<file path="src/rtl/gpio_port_pkg.sv">
// Shared constants for the GPIO port: register offsets and mode code.
package gpio_port_pkg;
    localparam int            ADDR_W   = 2;
    localparam logic [1:0]    OFS_DIR  = 2'd0;
    localparam logic [1:0]    OFS_DATA = 2'd1;
    localparam logic [1:0]    OFS_PIN  = 2'd2;
    localparam int            MODE_W   = 3;
    localparam logic [2:0]    CLK_MODE = 3'd7;
endpackage

</file>
<file path="src/rtl/gpio_port_sync.sv">
// Two-flop synchroniser for the pin inputs.
// Assumes: pins are asynchronous to clk. While hold is high, both stages
// keep their contents (software standby).
module gpio_port_sync #(
    parameter int W = 8
) (
    input  logic         clk,
    input  logic         rst_n,
    input  logic         hold,
    input  logic [W-1:0] d,
    output logic [W-1:0] q
);
    logic [W-1:0] meta_q;

    // Purpose: move pin levels two stages toward the clock domain.
    always_ff @(posedge clk) begin
        if (!rst_n) begin
            meta_q <= '0;
            q      <= '0;
        end else if (!hold) begin
            meta_q <= d;
            q      <= meta_q;
        end
    end


    sync_delay_chk: assert property (@(posedge clk) disable iff (!rst_n)
        (!hold ##1 !hold) |=> (q == $past(d, 2)));
endmodule

</file>
<file path="src/rtl/gpio_port_regs.sv">
// Direction and output data registers of the GPIO port.
// Assumes: MASK marks implemented bits; others have no flop and read 0.
// Priority: reset, then hardware standby (clear), then software standby (hold).
module gpio_port_regs #(
    parameter int         W    = 8,
    parameter logic [W-1:0] MASK = 8'hF9
) (
    input  logic         clk,
    input  logic         rst_n,
    input  logic         hw_stby,
    input  logic         sw_stby,
    input  logic         wr_dir,
    input  logic         wr_data,
    input  logic [W-1:0] wdata,
    output logic [W-1:0] dir_q,
    output logic [W-1:0] data_q
);
    for (genvar i = 0; i < W; i++) begin : g_bit
        if (MASK[i]) begin : g_impl
            // Purpose: per-bit direction/data storage with standby rules.
            always_ff @(posedge clk) begin
                if (!rst_n || hw_stby) begin
                    dir_q[i]  <= 1'b0;
                    data_q[i] <= 1'b0;
                end else if (!sw_stby) begin
                    if (wr_dir)  dir_q[i]  <= wdata[i];
                    if (wr_data) data_q[i] <= wdata[i];
                end
            end
        end else begin : g_none
            assign dir_q[i]  = 1'b0;
            assign data_q[i] = 1'b0;
        end
    end


    reset_clear_chk: assert property (@(posedge clk)
        !rst_n |=> (dir_q == '0 && data_q == '0));


    hw_clear_chk: assert property (@(posedge clk) disable iff (!rst_n)
        hw_stby |=> (dir_q == '0 && data_q == '0));


    sw_hold_chk: assert property (@(posedge clk) disable iff (!rst_n)
        (sw_stby && !hw_stby) |=> ($stable(dir_q) && $stable(data_q)));
endmodule

</file>
<file path="src/rtl/gpio_port.sv">
// GPIO port top: bus decode, readback mux, pin drive with the clock option.
// Assumes: bus_rdata is combinational; a write strobe lasts one cycle.
module gpio_port #(
    parameter int           W         = 8,
    parameter logic [W-1:0] IMPL_MASK = 8'hF9,
    parameter int           CLK_BIT   = 7
) (
    input  logic         clk,
    input  logic         rst_n,
    input  logic         hw_stby,
    input  logic         sw_stby,
    input  logic [2:0]   mode,
    input  logic [1:0]   bus_addr,
    input  logic         bus_wr,
    input  logic [W-1:0] bus_wdata,
    output logic [W-1:0] bus_rdata,
    input  logic [W-1:0] pin_in,
    output logic [W-1:0] pin_oe,
    output logic [W-1:0] pin_out
);
    import gpio_port_pkg::*;

    logic [W-1:0] dir_q, data_q, pin_sync, rd_raw;
    logic         wr_dir, wr_data, sync_hold, clk_sel;

    // Purpose: decode the write strobe into per-register enables.
    always_comb begin
        wr_dir  = bus_wr && (bus_addr == OFS_DIR);
        wr_data = bus_wr && (bus_addr == OFS_DATA);
    end

    assign sync_hold = sw_stby && !hw_stby;

    gpio_port_regs #(.W(W), .MASK(IMPL_MASK)) u_regs (
        .clk(clk), .rst_n(rst_n), .hw_stby(hw_stby), .sw_stby(sw_stby),
        .wr_dir(wr_dir), .wr_data(wr_data), .wdata(bus_wdata),
        .dir_q(dir_q), .data_q(data_q)
    );

    gpio_port_sync #(.W(W)) u_sync (
        .clk(clk), .rst_n(rst_n), .hold(sync_hold), .d(pin_in), .q(pin_sync)
    );

    // Purpose: select read data by offset; pin offset merges per bit.
    always_comb begin
        case (bus_addr)
            OFS_DATA: rd_raw = data_q;
            OFS_PIN:  rd_raw = (dir_q & data_q) | (~dir_q & pin_sync);
            default:  rd_raw = '0;
        endcase
        bus_rdata = rd_raw & IMPL_MASK;
    end

    assign pin_oe  = dir_q;
    assign clk_sel = (mode == CLK_MODE);

    for (genvar i = 0; i < W; i++) begin : g_pin
        if (i == CLK_BIT && IMPL_MASK[i]) begin : g_clk
            assign pin_out[i] = (clk_sel && dir_q[i]) ? clk : data_q[i];
        end else begin : g_dat
            assign pin_out[i] = data_q[i];
        end
    end


    unimpl_quiet_chk: assert property (@(posedge clk) disable iff (!rst_n)
        ((pin_oe & ~IMPL_MASK) == '0) && ((bus_rdata & ~IMPL_MASK) == '0));


    dir_read_zero_chk: assert property (@(posedge clk) disable iff (!rst_n)
        (bus_addr == OFS_DIR || bus_addr == 2'd3) |-> (bus_rdata == '0));
endmodule

</file>
<file path="config.mk">
export PLATFORM = sky130hd
export DESIGN_NAME = gpio_port
export DESIGN_NICKNAME = d
export VERILOG_FILES = /design/src/rtl/gpio_port_pkg.sv /design/src/rtl/gpio_port_sync.sv /design/src/rtl/gpio_port_regs.sv /design/src/rtl/gpio_port.sv
export SDC_FILE = /design/constraint.sdc
export NUM_CORES = 1
export LEC_CHECK = 0
export BUFFER_PORTS_ARGS = -buffer_cell sky130_fd_sc_hd__clkbuf_2
export CAP_MARGIN = 20
export CORE_MARGIN = 5
export CORE_UTILIZATION = 50
export CTS_CLUSTER_DIAMETER = 120
export DETAILED_ROUTE_END_ITERATION = 8
export GPL_ROUTABILITY_DRIVEN = 0
export PLACE_DENSITY = 0.8
export SLEW_MARGIN = 10
export SYNTH_ARGS = -nofsm -noshare
export SYNTH_HDL_FRONTEND = slang
export SYNTH_SLANG_ARGS = --single-unit
</file>
<file path="constraint.sdc">
create_clock -name clk -period 1.7 [get_ports clk]
set_input_delay 0.255 -clock clk [delete_from_list [all_inputs] [get_ports clk]]
set_output_delay 0.255 -clock clk [all_outputs]
set_load 0.03 [all_outputs]
</file>
==> results.py <==
metrics = {
    "critical_path": {
        "r2r-start": "u_sync.q[0]",
        "cp_slowest_cell": "dfxtp_4",
        "slowest_delay_ns": 0.39,
        "worstPathCellList": "nand4_1, mux2_4, buf_8",
        "reg2regPathDepth": 2,
        "cp-startpoint": "u_regs.dir_q[7]",
        "endpoint_kind": "output pin",
        "worstSetupPathType": "reg2out",
        "worstPathArrival_ns": 1.37,
        "cp.required_ns": 1.44,
        "worst_setup_path_start_kind": "flip-flop",
        "path_max_fanout": 5,
    },
    "logic_synthesis": {
        "synth-seq-area-share_pct": 41.3,
        "netlist_top_cells_area": "dfxtp_1 (41%), nand2_1 (12%), buf_4 (8.4%)",
        "syn_area_per_cell_um2": 7.97,
        "synth_most_common_cell": "nand2_1",
        "ys_seq_elements": 24,
        "synth_edf_count": 0,
        "synthTopCellsByCount": "nand2_1 (37), dfxtp_1 (24), buf_4 (13)",
        "yosys.area.top_type_share_pct": 41.3,
        "async_reset_ff_share_pct": 0,
        "yosysWarnings": 0,
        "synthFlopType": "dfxtp_1",
        "syn_inst": 146,
        "yosysTopAreaCell": "dfxtp_1",
        "synth.cell_area_um2": 1160,
        "synth.distinct_cells": 22,
    },
    "global_routing": {
        "gr-usage-met2_pct": 26.6,
        "grt_start_max_net_pins": 19,
        "grt_pass1_vias": 1051,
        "antenna_found_initial": 0,
        "grt-ovfl-total": 0,
        "top_usage_layer": "met2",
        "gr-usage-all-layers_pct": 17.2,
        "met1_usage_pct": 20.1,
        "grt_pass1_wl_um": 4420,
        "gr-usage-met3_pct": 5.79,
    },
    "clock_tree": {
        "cts_setup_buffers": 0,
        "clk_latency_ns": 0.41,
        "cts_hold_buf": 0,
        "clk_pin_slew_ns": 0.12,
        "cts_tree": "built",
    },
    "floorplan": {
        "die-area_um2": 3390,
        "start_util_pct": 52.6,
        "core_area_um2": 2210,
        "ioPinCount": 50,
        "num_rows": 17,
        "die_h_um": 58.2,
        "die_x_um": 58.2,
    },
    "min_path": {
        "hp-start": "pin_in[7]",
        "whs_path_depth": 3,
        "holdCritPathClass": "in2reg",
    },
    "route": {
        "num_vias": 1071,
        "viasPerCell": 5.15,
        "detail-route-antenna-nets": 0,
        "drt_pass1_iterations": 6,
        "drc": 0,
        "drt_iter0_drc": 14,
        "post_drt_wl_per_cell_um": 12.4,
        "drt-total-wl_um": 2590,
    },
    "placement": {
        "io_buffers": 39,
        "dp_slack_ns": 0.0412,
        "postPlaceCellArea_um2": 1310,
        "dp_hpwl_um": 2010,
    },
    "power_and_ir_drop": {
        "vdd_drop_max_mv": 0.470,
        "power_density_nw_per_um2": 754,
        "cellLeakagePower_uw": 0.000600,
    },
    "timing": {
        "fmax_mhz": 614,
        "hold_viol_final": 0,
        "rsz0062_at_grt": "yes",
        "final.min_clock_period_ns": 1.63,
        "setup_viol": 0,
        "fin_skew_ns": 0.00496,
        "worst_slack_ns": 0.0719,
        "report.final.slew_viol_count": 0,
        "period_share_pct": 95.8,
    },
    "layout": {
        "postLayoutCellArea_um2": 1370,
        "seq_area_um2": 484,
        "n_fill_cell": 217,
        "area_growth_pct": 17.7,
        "finalNetCount": 211,
        "num_antenna_cells": 0,
        "multi_input_area_um2": 548,
        "layout-drive-gt1-share_pct": 27.2,
    },
    "run": {
        "maxCapViolations": 0,
    },
    "status": {
        "run_status": "complete, no violations",
    },
}
==> layout by cell type (no fill, tap or decap), drive strengths merged <==
cell / instances
nand2b: 1
nand2: 37
nand3: 12
buf: 10
clkbuf: 37
nor2b: 1
a21boi: 12
a21oi: 6
o32ai: 6
ha: 3
o21ai: 12
nand3b: 2
dfxtp: 24
nand4: 1
inv: 8
mux2: 1
conb: 6
and2b: 1
==> critical path: cells and delay by family, from the launching register on <==
kind / cells / cell delay (ns)
multiplexers: 1 / 0.32
AND/OR/NAND/NOR: 1 / 0.11
flip-flops: 1 / 0.39
buffers and inverters: 1 / 0.14
==> worst paths after layout <==
kind | slack [ns] | endpoint
setup / recovery | 0.07 | pin_out[7]
hold / removal | 0.05 | u_sync.meta_q[7]
setup reg to reg | 1.03 | u_sync.q[0]
hold reg to reg | 0.46 | u_sync.meta_q[0]
==> final cells by class <==
type,count,share of cell area [%]
repair buffers,41,16.1
clock buffers,6,3.84
flip-flops and latches,24,35.3
well taps,28,2.56
inverters,8,2.19
multi-input cells,101,40.0
==> registers in the layout, indices dropped and copies added (netlist names) <==
register       cells
u_regs.data_q      6
u_regs.dir_q       6
u_sync.meta_q      6
u_sync.q           6
==> report_power, final <==
part / internal [uW] / leakage, uW / total (uW) / switching, uW
registers: 578 / 0.000196 / 588 / 9.50
clock network: 136 / 0.0000398 / 308 / 171
logic: 51.0 / 0.000364 / 137 / 86.4
==> metal layers <==
metal	up-vias	share of wire [%]
met5	-	0
met4	0	1.5
met3	4	8.5
met2	37	48
met1	481	41
li1	549	-
==> per-stage QoR <==
| stage | std cells | TNS (ns) | hold slack, ns | total power (uW) | util (%) |
|---|---|---|---|---|---|
| finish | 208 | 0 | 0.0509 | 1030 | 61.9 |
| global placement | 203 | 0 | 0.439 | 733 | 59.1 |
| detailed placement | 203 | 0 | 0.447 | 740 | 59.1 |
| global route | 208 | -0.0339 | 0.0428 | 1090 | 61.9 |
| floorplan | 151 | -0.877 | 0.394 | 707 | - |
| CTS | 208 | 0 | 0.0376 | 1040 | 61.4 |
==> timing repair <==
action,in CTS,in global routing
setup endpoints to repair,1,7
gates resized for setup,4,11
pin swaps,0,1
cloned,0,0
==> cells by family (layout without fill, tap and decap cells) <==
kind of cell,Yosys count,count (layout),synth area share [%]
AO/OA/AOI/OAI,36,36,20.0
adder cells (fa/ha/maj),3,3,3.23
buffers and inverters,26,55,13.5
flip-flops,24,24,41.3
multiplexers,1,1,0.968
other,1,6,0.322
AND/OR/NAND/NOR,55,55,20.6
(Power assumes the default switching activity.)
